### src/rtl/mdio_pkg.sv
// Shared constants and register addresses for the management master.
package mdio_pkg;
    localparam int ADDR_W = 2;
    localparam int WORD_W = 32;
    localparam int DIV_W  = 7;

    typedef enum logic [ADDR_W-1:0] {
        A_CTRL = 2'd0,
        A_CMD  = 2'd1,
        A_STAT = 2'd2,
        A_MASK = 2'd3
    } reg_addr_e;

    localparam logic [3:0] OP_READ = 4'h6;
endpackage

### src/rtl/mdio_clkgen.sv
// MDC generator: toggles mdc every (div+1) clocks while enabled and
// flags the clock on which a rising or falling MDC edge is produced.
// Assumes div is held stable for the whole enabled span.
module mdio_clkgen #(
    parameter int DIV_W = 7
) (
    input  logic             clk,
    input  logic             rst_n,
    input  logic             en,
    input  logic [DIV_W-1:0] div,
    output logic             mdc,
    output logic             rise,
    output logic             fall
);
    logic [DIV_W-1:0] cnt;
    logic             wrap;

    assign wrap = en && (cnt == div);
    assign rise = wrap && !mdc;
    assign fall = wrap && mdc;

    // Half-period counter and MDC toggle; parked low when idle.
    always_ff @(posedge clk) begin
        if (!rst_n || !en) begin
            cnt <= '0;
            mdc <= 1'b0;
        end else if (wrap) begin
            cnt <= '0;
            mdc <= ~mdc;
        end else begin
            cnt <= cnt + 1'b1;
        end
    end
endmodule

### src/rtl/mdio_engine.sv
// Frame engine: sends optional preamble and the command word MSB first,
// advancing on MDC falling edges and sampling read data on rising edges.
// Assumes start is only asserted while idle.
module mdio_engine
    import mdio_pkg::*;
#(
    parameter int DIV_W   = 7,
    parameter int CMD_W   = 32,
    parameter int DATA_W  = 16,
    parameter int PRE_LEN = 32
) (
    input  logic              clk,
    input  logic              rst_n,
    input  logic              start,
    input  logic [CMD_W-1:0]  cmd_in,
    input  logic [DIV_W-1:0]  div_in,
    input  logic              pre_in,
    input  logic              rise,
    input  logic              fall,
    input  logic              mdio_i,
    output logic              busy,
    output logic [DIV_W-1:0]  div_q,
    output logic              mdio_o,
    output logic              mdio_oe,
    output logic              done_pulse,
    output logic              rdata_load,
    output logic [DATA_W-1:0] rdata
);
    localparam int PRE_W = $clog2(PRE_LEN + 1);
    localparam int POS_W = $clog2(CMD_W);
    localparam logic [POS_W-1:0] POS_TA2  = POS_W'(DATA_W);
    localparam logic [POS_W-1:0] POS_LAST = POS_W'(CMD_W - 1);

    logic [CMD_W-1:0] word_q;
    logic [PRE_W-1:0] pre_left;
    logic [POS_W-1:0] wpos;
    logic             is_read;
    logic             in_word;

    assign in_word    = (pre_left == '0);
    assign done_pulse = busy && fall && in_word && (wpos == '0);
    assign rdata_load = done_pulse && is_read;
    assign mdio_o     = (busy && in_word) ? word_q[CMD_W-1] : 1'b1;
    assign mdio_oe    = busy && !(is_read && in_word && (wpos <= POS_TA2));

    // Frame sequencing: load on start, step one bit per falling MDC edge.
    always_ff @(posedge clk) begin
        if (!rst_n) begin
            busy     <= 1'b0;
            word_q   <= '0;
            pre_left <= '0;
            wpos     <= '0;
            is_read  <= 1'b0;
            div_q    <= '0;
        end else if (start && !busy) begin
            busy     <= 1'b1;
            word_q   <= cmd_in;
            pre_left <= pre_in ? PRE_W'(PRE_LEN) : '0;
            wpos     <= POS_LAST;
            is_read  <= (cmd_in[CMD_W-1 -: 4] == OP_READ);
            div_q    <= div_in;
        end else if (busy && fall) begin
            if (!in_word) begin
                pre_left <= pre_left - 1'b1;
            end else if (wpos == '0) begin
                busy <= 1'b0;
            end else begin
                wpos   <= wpos - 1'b1;
                word_q <= {word_q[CMD_W-2:0], 1'b0};
            end
        end
    end

    // Read capture: shift in MDIO on rising MDC edges of the data field.
    always_ff @(posedge clk) begin
        if (!rst_n) begin
            rdata <= '0;
        end else if (busy && rise && is_read && in_word && (wpos < POS_TA2)) begin
            rdata <= {rdata[DATA_W-2:0], mdio_i};
        end
    end
endmodule

### src/rtl/mdio_regs.sv
// Register file: control, command/data, status (done W1C, busy) and mask.
// Command writes are accepted only while idle; read data lands in bits
// 15:0 at read completion.
module mdio_regs
    import mdio_pkg::*;
#(
    parameter int DIV_W  = 7,
    parameter int DATA_W = 16
) (
    input  logic              clk,
    input  logic              rst_n,
    input  logic              wr_en,
    input  logic [ADDR_W-1:0] wr_addr,
    input  logic [WORD_W-1:0] wr_data,
    input  logic [ADDR_W-1:0] rd_addr,
    output logic [WORD_W-1:0] rd_data,
    input  logic              busy,
    input  logic              done_pulse,
    input  logic              rdata_load,
    input  logic [DATA_W-1:0] rdata,
    output logic              start,
    output logic [WORD_W-1:0] cmd_q,
    output logic [DIV_W-1:0]  div,
    output logic              pre_en,
    output logic              done_flag,
    output logic              irq
);
    logic mask_q;

    assign start = wr_en && (wr_addr == A_CMD) && !busy;
    assign irq   = done_flag && mask_q;

    // Control and mask registers: plain read/write.
    always_ff @(posedge clk) begin
        if (!rst_n) begin
            div    <= '0;
            pre_en <= 1'b0;
            mask_q <= 1'b0;
        end else if (wr_en) begin
            if (wr_addr == A_CTRL) begin
                div    <= wr_data[DIV_W-1:0];
                pre_en <= wr_data[DIV_W];
            end
            if (wr_addr == A_MASK) begin
                mask_q <= wr_data[0];
            end
        end
    end

    // Command register: loaded by software when idle, low half by read data.
    always_ff @(posedge clk) begin
        if (!rst_n) begin
            cmd_q <= '0;
        end else if (start) begin
            cmd_q <= wr_data;
        end else if (rdata_load) begin
            cmd_q[DATA_W-1:0] <= rdata;
        end
    end

    // Completion flag: set by the engine, cleared by writing 1.
    always_ff @(posedge clk) begin
        if (!rst_n) begin
            done_flag <= 1'b0;
        end else if (done_pulse) begin
            done_flag <= 1'b1;
        end else if (wr_en && (wr_addr == A_STAT) && wr_data[0]) begin
            done_flag <= 1'b0;
        end
    end

    // Read mux.
    always_comb begin
        rd_data = '0;
        case (rd_addr)
            A_CTRL:  rd_data[DIV_W:0] = {pre_en, div};
            A_CMD:   rd_data = cmd_q;
            A_STAT:  rd_data[1:0] = {busy, done_flag};
            default: rd_data[0] = mask_q;
        endcase
    end
endmodule

### src/rtl/mdio_master.sv
// Top of the clause-22 management master: register file, MDC generator
// and frame engine. Pad tri-state is left to the instantiating level via
// mdio_o / mdio_oe / mdio_i.
module mdio_master
    import mdio_pkg::*;
#(
    parameter int DIV_W   = 7,
    parameter int DATA_W  = 16,
    parameter int PRE_LEN = 32
) (
    input  logic              clk,
    input  logic              rst_n,
    input  logic              wr_en,
    input  logic [ADDR_W-1:0] wr_addr,
    input  logic [WORD_W-1:0] wr_data,
    input  logic [ADDR_W-1:0] rd_addr,
    output logic [WORD_W-1:0] rd_data,
    output logic              mdc,
    input  logic              mdio_i,
    output logic              mdio_o,
    output logic              mdio_oe,
    output logic              irq
);
    logic              busy;
    logic              start;
    logic              done_pulse;
    logic              rdata_load;
    logic              done_flag;
    logic              pre_en;
    logic              rise;
    logic              fall;
    logic [DIV_W-1:0]  div_reg;
    logic [DIV_W-1:0]  div_act;
    logic [DATA_W-1:0] rdata;
    logic [WORD_W-1:0] cmd_q;

    mdio_regs #(.DIV_W(DIV_W), .DATA_W(DATA_W)) u_regs (
        .clk(clk), .rst_n(rst_n),
        .wr_en(wr_en), .wr_addr(wr_addr), .wr_data(wr_data),
        .rd_addr(rd_addr), .rd_data(rd_data),
        .busy(busy), .done_pulse(done_pulse), .rdata_load(rdata_load),
        .rdata(rdata), .start(start), .cmd_q(cmd_q),
        .div(div_reg), .pre_en(pre_en), .done_flag(done_flag), .irq(irq)
    );

    mdio_clkgen #(.DIV_W(DIV_W)) u_clk (
        .clk(clk), .rst_n(rst_n), .en(busy), .div(div_act),
        .mdc(mdc), .rise(rise), .fall(fall)
    );

    mdio_engine #(
        .DIV_W(DIV_W), .CMD_W(WORD_W), .DATA_W(DATA_W), .PRE_LEN(PRE_LEN)
    ) u_eng (
        .clk(clk), .rst_n(rst_n), .start(start), .cmd_in(wr_data),
        .div_in(div_reg), .pre_in(pre_en), .rise(rise), .fall(fall),
        .mdio_i(mdio_i), .busy(busy), .div_q(div_act),
        .mdio_o(mdio_o), .mdio_oe(mdio_oe), .done_pulse(done_pulse),
        .rdata_load(rdata_load), .rdata(rdata)
    );
endmodule

### config.mk
export PLATFORM = sky130hd
export DESIGN_NAME = mdio_master
export DESIGN_NICKNAME = d
export VERILOG_FILES = /design/src/rtl/mdio_pkg.sv /design/src/rtl/mdio_clkgen.sv /design/src/rtl/mdio_engine.sv /design/src/rtl/mdio_regs.sv /design/src/rtl/mdio_master.sv
export SDC_FILE = /design/constraint.sdc
export NUM_CORES = 1
export LEC_CHECK = 0
export BUFFER_PORTS_ARGS = -buffer_cell sky130_fd_sc_hd__buf_2
export CORE_MARGIN = 2
export CORE_UTILIZATION = 40
export CTS_BUF_LIST = sky130_fd_sc_hd__clkbuf_8
export CTS_CLUSTER_SIZE = 30
export DETAILED_ROUTE_END_ITERATION = 8
export GPL_TIMING_DRIVEN = 0
export MAX_ROUTING_LAYER = met4
export PLACE_DENSITY_LB_ADDON = 0.2
export SYNTH_ARGS = -nofsm -noshare
export SYNTH_HDL_FRONTEND = slang
export SYNTH_SLANG_ARGS = --single-unit
### constraint.sdc
create_clock -name clk -period 3 [get_ports clk]
set_input_delay 0.15 -clock clk [delete_from_list [all_inputs] [get_ports clk]]
set_output_delay 0.15 -clock clk [all_outputs]
set_load 0.01 [all_outputs]
==> impl_metrics.json <==
{
  "ioPinCount": 76,
  "crit_chain": "inv_1 -> ha_1 -> or3b_1 -> nor4_1 -> nand4_1 -> buf_2 -> mux2i_1 -> a21oi_1",
  "path_class": "reg -> reg",
  "grt_pass1_vias": 4081,
  "endpoint_kind": "flip-flop",
  "cts_resized": 0,
  "yosysMostFrequentCell": "dfxtp_1",
  "slowest_stage": "or3b_1",
  "ant_nets": 0,
  "period_share_pct": 77.9,
  "antenna_found_initial": 0,
  "cts_buffer_depth": 2,
  "final_layout_size_suffix_gt1_share_pct": 16.7,
  "worstMarginPinSlew_ns": 0.714,
  "synth_nets": 608,
  "synth_top_cell_by_area": "dfxtp_1",
  "core_area_um2": 12500,
  "track_usage_pct": 20.3,
  "cts_buffers": 17,
  "clock-sinks": 118,
  "drtIter0Drc": 280,
  "ys_warn_count": 0,
  "cp.buffers_inverters": 2,
  "grt_max_degree": 17,
  "cts_root_buffer": "clkbuf_8",
  "wl_per_cell_um": 14.9,
  "irDropWorstVdd_v": 0.000228,
  "p_comb_share_pct": 8.3,
  "fp-row-count": 41,
  "p_seq_share_pct": 52.2,
  "routed_wl_um": 12900,
  "largestRegisters": "u_eng.word_q x32, u_regs.cmd_q x32, u_eng.rdata x16",
  "crit_path_max_incr_delay_ns": 0.39,
  "netlist_area_um2": 5110,
  "p_int_mw": 2.38,
  "rsz0062_at_grt": "no",
  "tns_ns": 0,
  "ys_seq_area_share_pct": 46.3,
  "powerDensity_nw_per_um2": 503,
  "grt_pass1_wl_um": 20300,
  "start_util_pct": 40.8,
  "fin_crit_ns": 2.34,
  "arrival_ns": 2.64,
  "worst-path-max-fanout": 10,
  "synthTopCellsByCount": "dfxtp_1, a21oi_1, mux2i_1",
  "slew_violations": 0,
  "ys.flop_type": "dfxtp_1",
  "worstHoldPathType": "in -> reg",
  "clkPwrFrac_pct": 39.5,
  "p_leak_nw": 2.77,
  "ys_top_cells_by_area": "dfxtp_1, mux2i_1, a21oi_1",
  "clk_latency_ns": 0.44,
  "via_count": 4334,
  "die_w_um": 117,
  "relSlewSlack_pct": 52.4,
  "dieArea_um2": 13700,
  "area_growth_pct": 22.7,
  "fill_cells": 1242,
  "syn_inst": 564,
  "grt_overflow": 0,
  "path_clk_slew_ns": 0.07,
  "crit_required_ns": 3.30,
  "max_cap_violations": 0,
  "insertedDiodeCount": 0,
  "finalSetupViolCount": 0,
  "cts_tree": "yes",
  "yosys.area.top_type_share_pct": 46.3,
  "synth-edff-count": 0,
  "critical_path.top_delay_family": "simple AND/OR/NAND/NOR gates",
  "viasPerCell": 5.03,
  "synth_area_per_cell_um2": 9.05,
  "finalInstanceArea_um2": 6260,
  "async_reset_ff_share_pct": 0,
  "dr.pass1.iters": 5,
  "fin_worst_skew_ns": 0.00751,
  "htreeDepth": 4,
  "status": "finished clean",
  "swShare_pct": 24.5,
  "cp-start-kind": "flip-flop",
  "layout.nets": 724,
  "ys_types": 45,
  "placed_cells": 808,
  "die_height_um": 117,
  "p_sw_mw": 0.771,
  "drc_errors": 0,
  "synth-seq-cells": 118,
  "place_area_um2": 5680,
  "hpwl_um": 9500,
  "fmax_ghz": 0.428,
  "fin_cells": 861,
  "port_buffers": 72,
  "gp_congestion": 0.856,
  "finalHoldViolations": 0
}
-- repair_timing --
| action | 4_1_cts | 5_1_grt |
|---|---|---|
| hold endpoints to repair | 28 | 0 |
| buffers inserted | 0 | 0 |
| hold buffers | 25 | 0 |
-- cells by family (layout without fill, tap and decap cells) --
| logic type | count (synthesis) | after routing | share of synthesized area (%) |
|---|---|---|---|
| buffers and inverters | 49 | 174 | 3.97 |
| AOI/OAI and AO/OA | 123 | 123 | 12.6 |
| and+or+nand+nor | 174 | 174 | 17.5 |
| DFF | 118 | 118 | 46.3 |
| xor gates and xnor gates | 16 | 16 | 2.74 |
| muxes | 80 | 80 | 16.0 |
| adders and majority gates | 4 | 4 | 0.980 |
-- power by group through the flow --
| stage | registers [mW] | clock network [mW] | logic, mW |
|---|---|---|---|
| finish | 1.65 | 1.24 | 0.262 |
| global route | 1.65 | 1.35 | 0.291 |
| CTS | 1.65 | 1.28 | 0.264 |
| detailed placement | 1.68 | 0 | 0.238 |
| global placement | 1.68 | 0 | 0.234 |
| floorplan | 1.67 | 0 | 0.149 |
-- through the flow --
step | power, mW | hold slack [ns] | util (%) | setup WS [ns]
2_1_floorplan | 1.82 | 0.286 | - | 0.919
3_3_place_gp | 1.91 | 0.409 | 45.4 | 0.678
3_5_place_dp | 1.92 | 0.411 | 45.4 | 0.660
4_1_cts | 3.19 | 0.0168 | 50.0 | 0.656
5_1_grt | 3.29 | 0.0423 | 50.0 | 0.531
6_report | 3.15 | 0.0434 | 50.0 | 0.664
-- cells in the final DEF, fill, tap and decap left out, drive strengths merged, types with 2 or more instances in the layout --
master	Yosys	layout
nand4b	2	2
nor2	43	43
mux2i	78	78
nor3b	2	2
clkbuf	31	53
nor2b	3	3
nand4	3	3
buf	9	81
o21ai	36	36
clkinv	0	5
a31oi	3	3
a21oi	78	78
nor3	3	3
dfxtp	118	118
or4	2	2
a21o	2	2
nor4b	2	2
inv	9	10
nand3	14	14
xnor2	7	7
xor2	9	9
nand2	58	58
nor4bb	2	2
ha	4	4
and2	25	25
and3	4	4
nor4	3	3
dlygate4sd3	0	25
or2	2	2
-- path summary, 6_finish.rpt --
kind,cells after the start,to,slack (ns),startpoint
max,8,u_eng.word_q[7],0.66,u_eng.pre_left[0]
min,3,u_eng.word_q[13],0.04,wr_data[13]
max reg2reg,8,u_eng.word_q[7],0.66,u_eng.pre_left[0]
min reg2reg,2,u_regs.cmd_q[16],0.45,u_regs.cmd_q[16]
-- tightest hold or removal path, cell delays in order --
cell and delay, ns:
buf_2 0.07, o21ai_0 0.10, a21oi_1 0.12
-- metal layers --
metal / vias to the layer above / global-route usage (%) / part of all wire [%]
li1: 2188 / - / -
met1: 2028 / 25.9 / 47
met5: - / - / 0
met3: 16 / 4.84 / 5.1
met2: 102 / 31.2 / 46
met4: 0 / 8.00 / 1.7
-- area by class of cell --
| type | instances | area (µm²) | share of cell area (%) |
|---|---|---|---|
| Timing Repair Buffer | 97 | 611 | 9.75 |
| Buffer | 40 | 169 | 2.70 |
| Tap cell | 172 | 215 | 3.44 |
| Inverter | 9 | 33.8 | 0.539 |
| Clock inverter | 6 | 28.8 | 0.459 |
| Clock buffer | 22 | 303 | 4.83 |
| Sequential cell | 118 | 2360 | 37.7 |
| Multi-Input combinational cell | 397 | 2540 | 40.6 |
No activity file was read; power rests on OpenSTA's default activity.
